===== src/rtl/memIlkPkg.sv =====
package memIlkPkg;
  // Stage positions; the interlock depends on X feeding M0 directly.
  localparam int STG_F   = 0;
  localparam int STG_D   = 1;
  localparam int STG_X   = 2;
  localparam int STG_M0  = 3;
  localparam int STG_M1  = 4;
  localparam int STG_W   = 5;
  localparam int NUM_STG = 6;

  // Strobes from the hazard control to the stage datapath.
  typedef struct packed {
    logic holdFront;  // freeze F, D and X
    logic bubbleM0;   // load an empty slot into M0
  } ilkStrobes_t;
endpackage


===== src/rtl/memIlkCtrl.sv =====
module memIlkCtrl
  import memIlkPkg::*;
(
  input  logic        xMemValid,
  input  logic        m0MemValid,
  output ilkStrobes_t strobes
);
  logic conflict;

  // The M0 occupant moves to M1 next edge, so the memory stays taken:
  // the execute-stage memory op must wait one more cycle.
  always_comb begin
    conflict          = xMemValid && m0MemValid;
    strobes.holdFront = conflict;
    strobes.bubbleM0  = conflict;
  end
endmodule


===== src/rtl/memIlkStages.sv =====
module memIlkStages
  import memIlkPkg::*;
#(
  parameter int TAG_W = 8
) (
  input  logic             clk,
  input  logic             rstN,
  input  logic             inValid,
  input  logic             inIsMem,
  input  logic [TAG_W-1:0] inTag,
  input  ilkStrobes_t      strobes,
  output logic             xMemValid,
  output logic             m0MemValid,
  output logic             m1MemValid,
  output logic [TAG_W-1:0] xTag,
  output logic             wbValid,
  output logic             wbIsMem,
  output logic [TAG_W-1:0] wbTag
);
  localparam int LAST_FRONT = STG_X;

  logic             curValid [NUM_STG];
  logic             curMem   [NUM_STG];
  logic [TAG_W-1:0] curTag   [NUM_STG];
  logic             nxtValid [NUM_STG];
  logic             nxtMem   [NUM_STG];
  logic [TAG_W-1:0] nxtTag   [NUM_STG];
  logic             stageEn  [NUM_STG];

  always_comb begin
    nxtValid[STG_F] = inValid;
    nxtMem[STG_F]   = inValid && inIsMem;
    nxtTag[STG_F]   = inTag;
    for (int s = 1; s < NUM_STG; s++) begin
      nxtValid[s] = curValid[s-1];
      nxtMem[s]   = curMem[s-1];
      nxtTag[s]   = curTag[s-1];
    end
    if (strobes.bubbleM0) begin
      nxtValid[STG_M0] = 1'b0;
      nxtMem[STG_M0]   = 1'b0;
      nxtTag[STG_M0]   = '0;
    end
    for (int s = 0; s < NUM_STG; s++) begin
      stageEn[s] = !(strobes.holdFront && (s <= LAST_FRONT));
    end
  end

  always_ff @(posedge clk or negedge rstN) begin
    if (!rstN) begin
      for (int s = 0; s < NUM_STG; s++) begin
        curValid[s] <= 1'b0;
        curMem[s]   <= 1'b0;
        curTag[s]   <= '0;
      end
    end else begin
      for (int s = 0; s < NUM_STG; s++) begin
        if (stageEn[s]) begin
          curValid[s] <= nxtValid[s];
          curMem[s]   <= nxtMem[s];
          curTag[s]   <= nxtTag[s];
        end
      end
    end
  end

  always_comb begin
    xMemValid  = curValid[STG_X]  && curMem[STG_X];
    m0MemValid = curValid[STG_M0] && curMem[STG_M0];
    m1MemValid = curValid[STG_M1] && curMem[STG_M1];
    xTag       = curTag[STG_X];
    wbValid    = curValid[STG_W];
    wbIsMem    = curMem[STG_W];
    wbTag      = curTag[STG_W];
  end
endmodule


===== src/rtl/memOccupancyInterlock.sv =====
module memOccupancyInterlock
  import memIlkPkg::*;
#(
  parameter int TAG_W = 8
) (
  input  logic             clk,
  input  logic             rstN,
  input  logic             inValid,
  input  logic             inIsMem,
  input  logic [TAG_W-1:0] inTag,
  output logic             fetchReady,
  output logic             stall,
  output logic             m0Busy,
  output logic             m1Busy,
  output logic             wbValid,
  output logic             wbIsMem,
  output logic [TAG_W-1:0] wbTag
);
  ilkStrobes_t      strobes;
  logic             xMemValid;
  logic             m0MemValid;
  logic             m1MemValid;
  logic [TAG_W-1:0] xTag;

  memIlkCtrl i_ctrl (
    .xMemValid (xMemValid),
    .m0MemValid(m0MemValid),
    .strobes   (strobes)
  );

  memIlkStages #(.TAG_W(TAG_W)) i_stages (
    .clk       (clk),
    .rstN      (rstN),
    .inValid   (inValid),
    .inIsMem   (inIsMem),
    .inTag     (inTag),
    .strobes   (strobes),
    .xMemValid (xMemValid),
    .m0MemValid(m0MemValid),
    .m1MemValid(m1MemValid),
    .xTag      (xTag),
    .wbValid   (wbValid),
    .wbIsMem   (wbIsMem),
    .wbTag     (wbTag)
  );

  assign fetchReady = !strobes.holdFront;
  assign stall      = strobes.holdFront;
  assign m0Busy     = m0MemValid;
  assign m1Busy     = m1MemValid;
endmodule


===== config.mk =====
export PLATFORM = sky130hd
export DESIGN_NAME = memOccupancyInterlock
export DESIGN_NICKNAME = d
export VERILOG_FILES = /design/src/rtl/memIlkPkg.sv /design/src/rtl/memIlkCtrl.sv /design/src/rtl/memIlkStages.sv /design/src/rtl/memOccupancyInterlock.sv
export SDC_FILE = /design/constraint.sdc
export NUM_CORES = 1
export LEC_CHECK = 0
export CORE_ASPECT_RATIO = 1.25
export CORE_MARGIN = 2
export CORE_UTILIZATION = 50
export DETAILED_ROUTE_END_ITERATION = 7
export PLACE_DENSITY = 0.81
export SLEW_MARGIN = 20
export SYNTH_ARGS = -nofsm -noshare
export SYNTH_HDL_FRONTEND = slang
export SYNTH_HIERARCHICAL = 1
export SYNTH_SLANG_ARGS = --single-unit

===== constraint.sdc =====
create_clock -name clk -period 1.5 [get_ports clk]
set_input_delay 0.225 -clock clk [delete_from_list [all_inputs] [get_ports clk]]
set_output_delay 0.225 -clock clk [all_outputs]
set_load 0.05 [all_outputs]

==> flow_summary.json <==
{
  "grt_pass1_vias": 972,
  "drc": 0,
  "syn_nets": 132,
  "worst-path-max-fanout": 3,
  "root_buffer": "clkbuf_8",
  "dp_hpwl_mm": 1.53,
  "powerDensity_mw_per_mm2": 1260,
  "io_buffers": 25,
  "ys.warnings.count": 6,
  "cp_cell_sequence": "and2_1 > and2_4 > buf_8 > buf_12",
  "final_hold_viol_count": 0,
  "dieHeight_um": 75.4,
  "fin_crit_ns": 1.52,
  "syn_inst": 120,
  "rsz0062_at_grt": "yes",
  "synth_area_per_cell_um2": 17.0,
  "cts_made_buffers": 9,
  "nNetsFinal": 164,
  "setup_viol": 2,
  "drt_iter0_drc": 16,
  "stdcell_count": 210,
  "clock_latency_ns": 0.32,
  "clock_skew_ns": 0.00318,
  "path_clk_slew_ns": 0.06,
  "worst-path-buf-inv": 2,
  "critPathSlowestCell": "dfrtp_1",
  "syn_area_mm2": 0.00204,
  "fin_crit_sh": 1.01,
  "post-route-util": 0.654,
  "drive_gt1_frac": 0.423,
  "fp.coreArea_mm2": 0.00385,
  "cp-end-kind": "output pin",
  "grt_pass1_wl_mm": 4.10,
  "wl_per_cell_um": 11.6,
  "grt_max_degree": 61,
  "critical_path_class": "reg -> out",
  "antenna_found_initial": 0,
  "initial_utilization": 0.530,
  "peakVddDrop_mv": 0.617,
  "drv_cap": 0,
  "dp_slack_ns": 0.168,
  "gp_congestion": 0.713,
  "h-tree-depth": 3,
  "power_leakage_nw": 1.12,
  "clock_path_buffers": 2,
  "clock-sinks": 60,
  "hp-class": "reg -> reg",
  "slowest_delay_ns": 0.39,
  "critPathTopFamily": "flip-flops",
  "setup_tns_ns": -0.0229,
  "via_per_inst": 4.59,
  "route.antenna.remaining_nets": 0,
  "worst_pin_slew_ns": 0.298,
  "finalWirelength_mm": 2.44,
  "die_w_um": 61.1,
  "max_freq_ghz": 0.658,
  "grt.overflow.total": 0,
  "slew_viol_final": 0,
  "critPathArrivalTime_ns": 1.30,
  "slew_headroom": 0.802,
  "diodes": 0,
  "worstSetupStartpointType": "flop",
  "violations": "negative setup slack",
  "track_usage": 0.131,
  "status": "finished, violations left",
  "route.vias.total": 963,
  "ios": 26,
  "die-area_mm2": 0.00461,
  "areaGrowthSynthToFinish_pct": 23.4,
  "dr.pass1.iters": 3,
  "setup_slack_ns": -0.0205,
  "crit_required_ns": 1.27,
  "holdWs_ns": 0.346,
  "place_inst": 189,
  "cts_tree": "built",
  "std_cell_rows": 25
}
report_power, final:
group | switching [W] | total [W] | internal (W)
registers | 0.0000381 | 0.00177 | 0.00173
clock network | 0.000528 | 0.00111 | 0.000581
logic | 0.000155 | 0.000287 | 0.000132
flip-flops by register name (all words and copies together), names as in the netlist:
| register | count |
|---|---|
| i_stages/curMem | 5 |
| i_stages/curTag | 32 |
| i_stages/curValid | 5 |
| i_stages/wbIsMem | 1 |
| i_stages/wbTag | 8 |
| i_stages/wbValid | 1 |
| i_stages/xTag | 8 |
placed cells by master, fill, tap and decap left out:
cell type and n:
dlygate4sd3_1 1, and2_4 2, nand2_1 2, dfrtp_1 60, clkdlybuf4s50_1 10, buf_8 1, clkbuf_1 3, and2_1 2
clkinv_2 3, buf_4 15, nor2b_1 10, buf_12 6, o21ai_0 1, buf_2 1, mux2_2 29, clkbuf_8 9
inv_1 1
worst reg2reg max path: stages, from the launching register on:
cell and delay (ns):
dfrtp_1 0.36, and2_1 0.15, and2_4 0.18, buf_8 0.11, buf_4 0.16, mux2_2 0.35
stage by stage:
| step | power, W | area (um2) |
|---|---|---|
| final | 0.00316 | 2520 |
| after global routing | 0.00330 | 2520 |
| after CTS | 0.00321 | 2510 |
| after detailed placement | 0.00208 | 2310 |
| after global placement | 0.00206 | 2310 |
| after floorplan | 0.00197 | 2050 |
layer usage:
metal  up-vias  wire length (um)  GRT usage
li1        452                 -          -
met2        23              1260      0.204
met5         -                 0          0
met4         0                82      0.123
met3        11               125     0.0458
met1       477               967      0.134
timing repair:
action                                  CTS  global route
gates resized for setup                   2             0
setup buffers                             4             1
endpoints found under the setup margin    2             2
pin swaps                                 2             1
hold endpoints to repair                 60             0
hold buffers                              1             0
area by class of cell:
class                           instances  area, um2
Timing Repair Buffer                   34        363
Clock inverter                          3       15.0
Multi-Input combinational cell         46        432
Clock buffer                           12        135
Inverter                                1       3.75
Sequential cell                        60       1500
Tap cell                               54       67.6
Fill cell                             288       1330
path summary, 6_finish.rpt:
kind / from / endpoint / slack, ns / cells after the start
worst max-delay path: i_stages/curValid[3] / stall / -0.02 / 4
worst min-delay path: i_stages/curTag[8] / i_stages/wbTag[0] / 0.35 / 0
worst max register to register: i_stages/curValid[3] / i_stages/curMem[4] / 0.09 / 5
worst min register to register: i_stages/curTag[8] / i_stages/wbTag[0] / 0.35 / 0
max in group asynchronous: rstN / i_stages/curTag[43] / 0.82 / 3
min in group asynchronous: rstN / i_stages/curValid[5] / 0.44 / 3
Note: power is estimated with default switching activity, not from simulation.
